File: src/rtl/cpreg_pkg.sv
package cpreg_pkg;
  localparam int ADDR_W = 15;
  localparam int NUM_W  = 7;

  typedef struct packed {
    logic             vld;
    logic             wr;
    logic             hit;
    logic [NUM_W-1:0] num;
  } xfer_t;
endpackage

File: src/rtl/cpreg_decode.sv
module cpreg_decode
  import cpreg_pkg::*;
(
  input  logic [ADDR_W-1:0] addr,
  output logic              hit,
  output logic [NUM_W-1:0]  num
);
  // opcode-1 and primary register field must both be zero
  assign hit = (addr[14:12] == 3'd0) && (addr[11:8] == 4'd0);
  // upper three bits from opcode-2, lower four from the secondary register field
  assign num = {addr[2:0], addr[7:4]};
endmodule

File: src/rtl/cpreg_pipe.sv
module cpreg_pipe
  import cpreg_pkg::*;
(
  input  logic             clk,
  input  logic             rst,
  input  logic             en,
  input  logic             wr,
  input  logic             hit,
  input  logic [NUM_W-1:0] num,
  output xfer_t            s1,
  output xfer_t            s2
);
  always_ff @(posedge clk) begin
    if (rst) begin
      s1 <= '0;
      s2 <= '0;
    end else begin
      s1.vld <= en;
      s1.wr  <= wr;
      s1.hit <= hit;
      s1.num <= num;
      s2     <= s1;
    end
  end
endmodule

File: src/rtl/cpreg_file.sv
module cpreg_file
  import cpreg_pkg::*;
#(
  parameter int NUM_REGS = 32,
  parameter int DATA_W   = 32
) (
  input  logic              clk,
  input  logic              rst,
  input  logic              we,
  input  logic [NUM_W-1:0]  waddr,
  input  logic [DATA_W-1:0] wdata,
  input  logic              rd_req,
  input  logic [NUM_W-1:0]  raddr,
  output logic [DATA_W-1:0] rdata_q
);
  localparam int             IDX_W = $clog2(NUM_REGS);
  localparam logic [NUM_W:0] LIMIT = (NUM_W+1)'(NUM_REGS);

  logic [DATA_W-1:0] mem [NUM_REGS];
  logic              w_impl;
  logic              r_impl;
  logic              bypass;

  assign w_impl = ({1'b0, waddr} < LIMIT);
  assign r_impl = ({1'b0, raddr} < LIMIT);
  assign bypass = we && w_impl && (waddr == raddr);

  always_ff @(posedge clk) begin
    if (rst) begin
      for (int i = 0; i < NUM_REGS; i++) mem[i] <= '0;
    end else if (we && w_impl) begin
      mem[waddr[IDX_W-1:0]] <= wdata;
    end
  end

  always_ff @(posedge clk) begin
    if (rst) begin
      rdata_q <= '0;
    end else if (rd_req && r_impl) begin
      rdata_q <= bypass ? wdata : mem[raddr[IDX_W-1:0]];
    end else begin
      rdata_q <= '0;
    end
  end
endmodule

File: src/rtl/cpreg_port.sv
module cpreg_port
  import cpreg_pkg::*;
#(
  parameter int NUM_REGS = 32,
  parameter int DATA_W   = 32
) (
  input  logic              clk,
  input  logic              rst,
  input  logic              cp_en,
  input  logic              cp_wr,
  input  logic [14:0]       cp_addr,
  input  logic              cp_commit,
  input  logic [DATA_W-1:0] cp_wdata,
  output logic [DATA_W-1:0] cp_rdata
);
  logic             dec_hit;
  logic [NUM_W-1:0] dec_num;
  xfer_t            s1;
  xfer_t            s2;
  logic             wr_fire;
  logic             rd_req;
  logic [NUM_W-1:0] wr_num;

  cpreg_decode u_dec (
    .addr (cp_addr),
    .hit  (dec_hit),
    .num  (dec_num)
  );

  cpreg_pipe u_pipe (
    .clk (clk),
    .rst (rst),
    .en  (cp_en),
    .wr  (cp_wr),
    .hit (dec_hit),
    .num (dec_num),
    .s1  (s1),
    .s2  (s2)
  );

  assign wr_fire = s2.vld && s2.wr && s2.hit && cp_commit;
  assign rd_req  = s1.vld && !s1.wr && s1.hit;
  assign wr_num  = s2.num;

  cpreg_file #(
    .NUM_REGS (NUM_REGS),
    .DATA_W   (DATA_W)
  ) u_file (
    .clk     (clk),
    .rst     (rst),
    .we      (wr_fire),
    .waddr   (wr_num),
    .wdata   (cp_wdata),
    .rd_req  (rd_req),
    .raddr   (s1.num),
    .rdata_q (cp_rdata)
  );
endmodule

File: config.mk
export PLATFORM = sky130hd
export DESIGN_NAME = cpreg_port
export DESIGN_NICKNAME = d
export VERILOG_FILES = /design/src/rtl/cpreg_pkg.sv /design/src/rtl/cpreg_decode.sv /design/src/rtl/cpreg_pipe.sv /design/src/rtl/cpreg_file.sv /design/src/rtl/cpreg_port.sv
export SDC_FILE = /design/constraint.sdc
export NUM_CORES = 1
export LEC_CHECK = 0
export BUFFER_PORTS_ARGS = -buffer_cell sky130_fd_sc_hd__buf_2
export CAP_MARGIN = 25
export CORE_MARGIN = 3
export CORE_UTILIZATION = 35
export DETAILED_ROUTE_END_ITERATION = 8
export PLACE_DENSITY = 0.48
export SLEW_MARGIN = 5
export SYNTH_ARGS = -nofsm -noshare
export SYNTH_HDL_FRONTEND = slang
export SYNTH_HIERARCHICAL = 1
export SYNTH_SLANG_ARGS = --single-unit
File: constraint.sdc
create_clock -name clk -period 5.5 [get_ports clk]
set_input_delay 1.1 -clock clk [delete_from_list [all_inputs] [get_ports clk]]
set_output_delay 1.1 -clock clk [all_outputs]
set_load 0.02 [all_outputs]
==> metrics, run 1 <==
post-CTS setup buffers 0; max capacitance violation total 0; Post-Route WL 149,000 um; largest family of logic cells by synthesized area simple AND/OR/NAND/NOR gates; synth warn 6; cells along the critical path clkinv_1, buf_4, nand2_1, o22ai_1, nor3_1, a211o_1; cts bufs inserted 119; Pwr Total 18.2 mW; mux share of post-synthesis cell area 11.9%; # rows 136; top cell type's share of synthesized area 63.2%; register area share after synthesis 65.3%; FFs w/ async S/R, synth 0%; # placed instances 4,859; Die ar. 144,000 um^2; Final ANT Viol Nets 0; die span in x 379 um; RSZ-0062 raised after global routing false; Crit Path Max Fanout 32; Compound-Gate Fraction of Synth Area 3.57%; relative slew slack 28.7%; worst-margin pin slew 1060 ps; Max Buffers Root-to-Sink 3; final cell count without fillers 5,089; CP top delay family buffers and inverters; Synth Area in Adders 0%; clock-pin slew of the registers on the worst-case setup and hold paths 60 ps; top-level I/O count 84; worst skew pair latency 720 ps; Die H 379 um; design area 54,800 um^2; root buffer cell clkbuf_16; Netlist cell types 51; CP bufs+invs 2; remaining routing DRC violations 0; Max Clock Freq 252 MHz; post-synthesis xor/xnor area fraction 0.0899%; dominant cells by area after synthesis edfxtp_1 (63%), and2_1 (13%), mux4_2 (8.9%), mux2i_1 (3.1%), dfxtp_1 (2.1%); Post-synth top flop edfxtp_1; fin crit share 72.0%; initial antenna violation count 12; GRT overflow 0; slowest stage delay, CP 870 ps; most frequent cell after synthesis and2_1; share of cells above drive strength 1 19.9%; DPL Wire Length 86,300 um; Pre-antenna DRT Iters 5; Final Critical Period 3960 ps; GRT Total Usage 20.7%; crit path DAT 4610 ps; Synth Instances 3,188; cts hold-fix bufs 0; Final Hold Fails 0; core area 138,000 um^2; HP Start u_pipe/s1[7]; Post-DP Area 50,900 um^2; starting density of the core 35.3%; IO buf count 82; Req. time, crit path 6150 ps; first-pass GRT wire length 210,000 um; area grow syn2layout 12.6%; WL per Instance 29.2 um; final setup TNS 0 ps; Finish-stage setup viols 0; vias 27,300; H-tree depth 3; CTS resizes 0; kind of critical path reg -> reg; dpl ws 1300 ps; FF+latch count, synth 1,076; Synthesized Nets 3,240; CP Capture Type flop; Max VDD drop 0.235 mV; leak pwr 20.3 nW; NumNets Final 3,238; power per cell area 331 nW/um^2; Post-Synth Simple-Gate Area 15.9%; Clock Skews 18.7 ps; vias in the first global route 28,300; largest net degree at the start of global routing 91; Avg Vias per Cell 5.37; Slew Limit Fails 0; CP max stage cell clkinv_1; crit start category flop; Synth top cells by count and2_1 (1,026), edfxtp_1 (1,024), clkbuf_1 (208); RR Startpoint u_pipe/s1[4]; clk sinks 1,076; First DRT Iteration DRCs 2,615; GP Congestion 0.773; crit path from u_pipe/s1[4]; worst setup slack after layout 1540 ps; clock tree from TritonCTS done; number of synthesized flops with an enable pin 1,024; HP Class reg -> reg; Post-Syn Area per Cell 15.3 um^2; status completed; Post-Syn Area 48,700 um^2; Synth area leader edfxtp_1
worst register-to-register path, cell delays in order, from the launching register on:
cell      delay [ps]
dfxtp_4          770
clkinv_1         940
buf_4            560
nand2_1          400
o22ai_1          190
nor3_1           840
a211o_1          200
metal layers:
metal	track usage, %	vias up	routed length, um
met5	0	-	13
met4	4.96	2	3460
met3	3.15	202	8520
met2	35.8	925	74700
met1	27.4	14400	62000
li1	-	11700	-
flip-flops by register name, summed over array words and instances, names as in the netlist:
register and cells:
u_file/mem 1024, u_file/rdata_q 32, u_pipe/s1 10, u_pipe/s2 10
path summary, 6_finish.rpt:
kind / slack (ps) / cells after the start / to
hold / removal: 470 / 1 / u_pipe/s2[7]
setup reg to reg: 1540 / 6 / u_file/rdata_q[6]
setup / recovery: 1540 / 6 / u_file/rdata_q[6]
hold reg to reg: 470 / 1 / u_pipe/s2[7]
through the flow:
step / hold slack (ps) / utilization (%)
floorplan: 431 / -
global placement: 446 / 36.9
detailed placement: 458 / 37.0
CTS: 467 / 39.8
global route: 479 / 39.8
finish: 465 / 39.8
logic make-up after synthesis:
group | count (synthesis)
AOI/OAI and AO/OA | 228
xor gates and xnor gates | 5
buffers and inverters | 316
DFF | 1076
muxes | 341
and+or+nand+nor | 1222
area by class of cell:
class | instances | area [um^2]
fill | 12700 | 83000
multi-input combinational | 1796 | 15400
clock buffer | 164 | 3370
tap | 1794 | 2240
clock inverter | 63 | 509
inverter | 2 | 7.51
antenna | 3 | 7.51
timing repair buffer | 191 | 1480
sequential | 1076 | 31800
cells in the final DEF, fill, tap and decap left out, drive strengths merged, types with 22 or more instances in the layout:
cell type	netlist	final
mux2i	149	149
and2	1026	1026
a211o	32	32
nor2b	43	43
clkbuf	219	164
a221oi	54	54
nor2	38	38
nor3	29	29
mux4	192	192
dfxtp	52	52
a211oi	52	52
edfxtp	1024	1024
clkinv	1	47
buf	95	191
or2	33	33
a21oi	22	22
power breakdown:
group / switching [mW] / total [mW] / internal [mW] / leakage (nW)
clock network: 3.28 / 7.92 / 4.64 / 1.90
registers: 0.0820 / 9.22 / 9.13 / 11.4
logic: 0.698 / 1.03 / 0.330 / 6.98
Power figures use the tool's default switching activity.
==> run 2: changes to the inputs <==
- PLACE_DENSITY: 0.48 -> 0.5
- clock period: 5.5 -> 3.4 ns (I/O delays scaled with it)
==> run 2 against run 1 <==
  * Maximum frequency is 32% higher
  * Final cell count is 1.3% higher
  * Global-route usage is 1.2 points lower
  * Critical endpoint is now u_file/rdata_q[9]
  * Clock power is 64% higher
  * Clock skew is 3.4 ps higher
  * Flip-flop and latch count stayed put
  * Cell area is 1.5% higher
  * Critical path depth is 2 higher
  * Largest cell class unchanged
==> metrics, run 2 (same netlist as run 1, synthesis figures left out) <==
GRT Total Usage 19.6%; Avg Vias per Cell 5.29; initial antenna violation count 8; IO buf count 82; final core occ 40.4%; Post-DP Area 51,700 um^2; Post-Route WL 139,000 um; root buffer cell clkbuf_16; First DRT Iteration DRCs 2,100; Die ar. 144,000 um^2; max reg flops 1,024; power per cell area 532 nW/um^2; dpl ws 151 ps; crit start category flop; relative slew slack 27.3%; Final Hold Fails 0; Clock Skews 22.0 ps; Final Critical Period 3000 ps; slowest stage delay, CP 770 ps; vias in the first global route 28,500; share of cells above drive strength 1 21.8%; Max Buffers Root-to-Sink 3; first-pass GRT wire length 202,000 um; WL per Instance 27.1 um; clock tree from TritonCTS done; core area 138,000 um^2; DPL Wire Length 85,300 um; final setup TNS 0 ps; RSZ-0062 raised after global routing false; CTS resizes 0; clock-pin slew of the registers on the worst-case setup and hold paths 60 ps; CP Capture Type flop; fillcell total 12,600; starting density of the core 35.3%; Finish-stage setup viols 0; design area 55,700 um^2; top-level I/O count 84; remaining routing DRC violations 0; worst setup slack after layout 397 ps; die span in x 379 um; Max VDD drop 0.395 mV; critical path's most frequent cell buf_12; Req. time, crit path 4050 ps; vias 27,300; worst skew pair latency 730 ps; Die H 379 um; max capacitance violation total 0; cts bufs inserted 116; Biggest register u_file/mem; Pre-antenna DRT Iters 5; Slew Limit Fails 0; Final ANT Viol Nets 0; HP Class in -> reg; GP Congestion 0.788; kind of critical path reg -> reg; cts hold-fix bufs 0; status completed; clk sinks 1,076; GRT overflow 0; cells along the critical path buf_12, buf_12, mux2i_1, a221oi_1, a21oi_1, nor3_1, buf_4, a211o_1; CP max stage cell dfxtp_4; commonest cells after routing, fill and taps aside and2_1 (1,026), edfxtp_1 (1,024), mux4_2 (192), mux2i_1 (149), buf_4 (141); H-tree depth 3; post-CTS setup buffers 0; crit path DAT 3650 ps; # rows 136; NumNets Final 3,307; fin crit share 88.3%; largest net degree at the start of global routing 79; Largest regs u_file/mem x1024, u_file/rdata_q x32; Crit Path Max Fanout 25; area grow syn2layout 14.3%; most common cell after layout, fill and taps aside and2_1; leak pwr 20.8 nW; worst-margin pin slew 1090 ps; Max Clock Freq 333 MHz
run 2: cell types whose count changed in the layout (fill, tap and decap cells not counted), moves of 3 or more:
cell | before | now
buf_12 | 20 | 39
buf_4 | 89 | 141
bufinv_16 | 8 | 14
clkbuf_1 | 29 | 24
clkbuf_16 | 125 | 122
clkinv_1 | 27 | 16
clkinv_2 | 20 | 28
inv_6 | 4 | 1
run 2: worst paths after layout:
| check | start | end | slack, ps | depth (start not counted) |
|---|---|---|---|---|
| worst max register to register | u_pipe/s1[0] | u_file/rdata_q[9] | 400 | 8 |
| worst min register to register | u_pipe/s1[7] | u_pipe/s2[7] | 480 | 1 |
| worst min-delay path | cp_addr[6] | u_pipe/s1[2] | 170 | 2 |
| worst max-delay path | u_pipe/s1[0] | u_file/rdata_q[9] | 400 | 8 |
run 2: where the power goes:
| group | switching (mW) | internal [mW] | total [mW] |
|---|---|---|---|
| clock | 5.24 | 7.74 | 13.0 |
| sequential | 0.119 | 14.8 | 14.9 |
| combinational | 1.12 | 0.601 | 1.72 |
run 2: routing by layer:
metal / GRT usage (%) / wire length [um] / vias to the layer above / part of all wire (%)
met1: 26.7 / 60100 / 14400 / 43
li1: - / - / 11900 / -
met2: 32.8 / 68600 / 819 / 49
met3: 2.80 / 7840 / 173 / 5.6
met5: 0 / 13 / - / 0.0093
met4: 5.28 / 2920 / 2 / 2.1
run 2: critical path, delay by kind of cell, from the launching register on:
kind	cells	cell delay, ps
muxes	1	100
AOI/OAI and AO/OA	3	830
buffers and inverters	3	730
and+or+nand+nor	1	430
DFF	1	770
run 2: final cells by class:
class	count	area [um^2]	area share, %
clock inverters	63	666	1.20
diodes	5	12.5	0.0225
inverters	2	7.51	0.0135
multi-input cells	1796	15400	27.7
well taps	1794	2240	4.03
clock buffers	154	3250	5.85
repair buffers	263	2260	4.06
flip-flops and latches	1076	31800	57.1
run 2: metrics by stage:
| step | power (mW) | cells | hold WS (ps) |
|---|---|---|---|
| 4_1_cts | 29.9 | 5147 | 111 |
| 3_3_place_gp | 16.9 | 4930 | 450 |
| 3_5_place_dp | 16.9 | 4930 | 460 |
| 2_1_floorplan | 16.1 | 3188 | 431 |
| 6_report | 29.6 | 5153 | 172 |
| 5_1_grt | 30.5 | 5149 | 146 |
==> run 3: changes to the inputs <==
- PLACE_DENSITY: 0.5 -> 0.48
- clock period: 3.4 -> 2.82 ns (I/O delays scaled with it)
==> run 3 against run 2 <==
  * Clock skew up 8.3 ps
  * Sequential share of layout area down 0.94 points
  * Die area unchanged
  * First-iteration DRC count up 7.0%
  * Critical path type unchanged
  * Largest cell class unchanged
  * Highest routed layer unchanged
==> metrics, run 3 (same netlist as run 1, synthesis figures left out) <==
status completed; remaining routing DRC violations 0; Largest regs u_file/mem x1024, u_file/rdata_q x32; Die H 379 um; post-CTS setup buffers 0; design area 56,600 um^2; CP bufs+invs 3; flop2flop setup slack 190 ps; WL per Instance 27.2 um; # rows 136; worst reg-to-reg path cell count 9; critical path's most frequent cell buf_4; die span in x 379 um; kind of critical path reg -> reg; Crit Path Max Fanout 26; Final ANT Viol Nets 0; CP Capture Type flop; cells along the critical path and4_1, nor4b_1, buf_4, nand2_1, o211ai_1, buf_12, a21oi_1, buf_4, a211o_1; most common cell after layout, fill and taps aside and2_1; Max VDD drop 0.525 mV; Final Hold Fails 0; Slew Limit Fails 0; area occupied by multi-input gates 15,400 um^2; RR Startpoint u_pipe/s2[7]; power per cell area 621 nW/um^2; initial antenna violation count 13; Post-Route WL 142,000 um; first-pass GRT wire length 205,000 um; Final Critical Period 2630 ps; clk sinks 1,076; final cell count without fillers 5,221; Max Clock Freq 381 MHz; Min-Delay Endpoint u_pipe/s1[0]; Finish-stage setup viols 0; Biggest register u_file/mem; DPL Wire Length 90,000 um; Pre-antenna DRT Iters 7; fillcell total 12,500; # placed instances 4,996; Avg Vias per Cell 5.23; H-tree depth 3; cts bufs inserted 114; crit start category flop; leak pwr 21.3 nW; share of cells above drive strength 1 23.2%; worst-margin pin slew 762 ps; number of cells on the critical path 9; IO buf count 82; largest net degree at the start of global routing 105; GRT overflow 0; worst skew pair latency 720 ps; clock tree from TritonCTS done; CP max stage cell nor4b_1; area grow syn2layout 16.2%; NumNets Final 3,372; root buffer cell clkbuf_16; crit path DAT 3220 ps; max capacitance violation total 0; RSZ-0062 raised after global routing false; top-level I/O count 84; final core occ 41.1%; core area 138,000 um^2; Req. time, crit path 3410 ps; First DRT Iteration DRCs 2,246; final setup TNS 0 ps; GP Congestion 0.782; slowest stage delay, CP 420 ps; CP top delay family compound AO/OA/AOI/OAI gates; Die ar. 144,000 um^2; clock-pin slew of the registers on the worst-case setup and hold paths 60 ps; Hold Crit Depth 2; fin crit share 93.2%; GRT Total Usage 20.0%; max reg flops 1,024; worst r2r dst u_file/rdata_q[19]; Post-DP Area 52,800 um^2; Reg area 31,800 um^2; HP Class in -> reg; vias 27,300; relative slew slack 49.2%; HP Start cp_addr[4]; Clock Skews 30.3 ps; Max Buffers Root-to-Sink 3; vias in the first global route 29,000; starting density of the core 35.3%; commonest cells after routing, fill and taps aside and2_1 (1,026), edfxtp_1 (1,024), mux4_2 (192), buf_4 (160), mux2i_1 (149); Pwr Total 35.1 mW
[run 3: cell types whose count changed in the layout (fill, tap and decap cells not counted), sizes merged, moves of 2 or more]
cell      before  now
buf          262  328
clkbuf       155  173
clkinv        46   33
bufinv        14    7
diode          5    9
clkinvlp       3    1
[run 3: through the flow]
step           hold slack [ps]  setup WS [ps]
2_1_floorplan              431           32.9
3_3_place_gp               442           -195
3_5_place_dp               448           -131
4_1_cts                   3.69            118
5_1_grt                   33.2           68.0
6_report                  64.0            192
[run 3: layer usage]
metal,vias to the layer above,share of wire [%],global-route usage (%)
li1,12000,-,-
met1,14400,42,26.3
met2,774,49,34.1
met3,180,6.6,3.78
met4,2,2.1,5.14
met5,-,0.0091,0
[run 3: worst max path at each step]
stage | start | slack (ps) | end
final | u_pipe/s2[7] | 190 | u_file/rdata_q[19]
after global placement | cp_commit | -200 | u_file/rdata_q[19]
after CTS | u_pipe/s1[0] | 120 | u_file/rdata_q[5]
after detailed placement | cp_commit | -130 | u_file/rdata_q[19]
after global routing | u_pipe/s1[0] | 70 | u_file/rdata_q[4]
after floorplan | cp_commit | 30 | u_file/mem[20][0]
[run 3: timing repair]
action	in CTS	in global routing
setup endpoints to repair	0	1
resized for setup	0	1
hold buffers	1	0
hold endpoints to repair	1	0
[run 3: cell type report]
class                   count  share of cell area, %
clock inverters            42                  0.688
multi-input cells        1796                   27.2
well taps                1794                   3.97
diodes                      9                 0.0398
inverters                   2                 0.0133
flip-flops and latches   1076                   56.2
repair buffers            330                   5.92
clock buffers             172                   5.93
[run 3: report_power, final]
| group | switching, mW | internal [mW] | total, mW |
|---|---|---|---|
| combinational | 1.36 | 0.817 | 2.17 |
| clock | 6.22 | 8.80 | 15.0 |
| sequential | 0.131 | 17.8 | 17.9 |
| total | 7.71 | 27.4 | 35.1 |
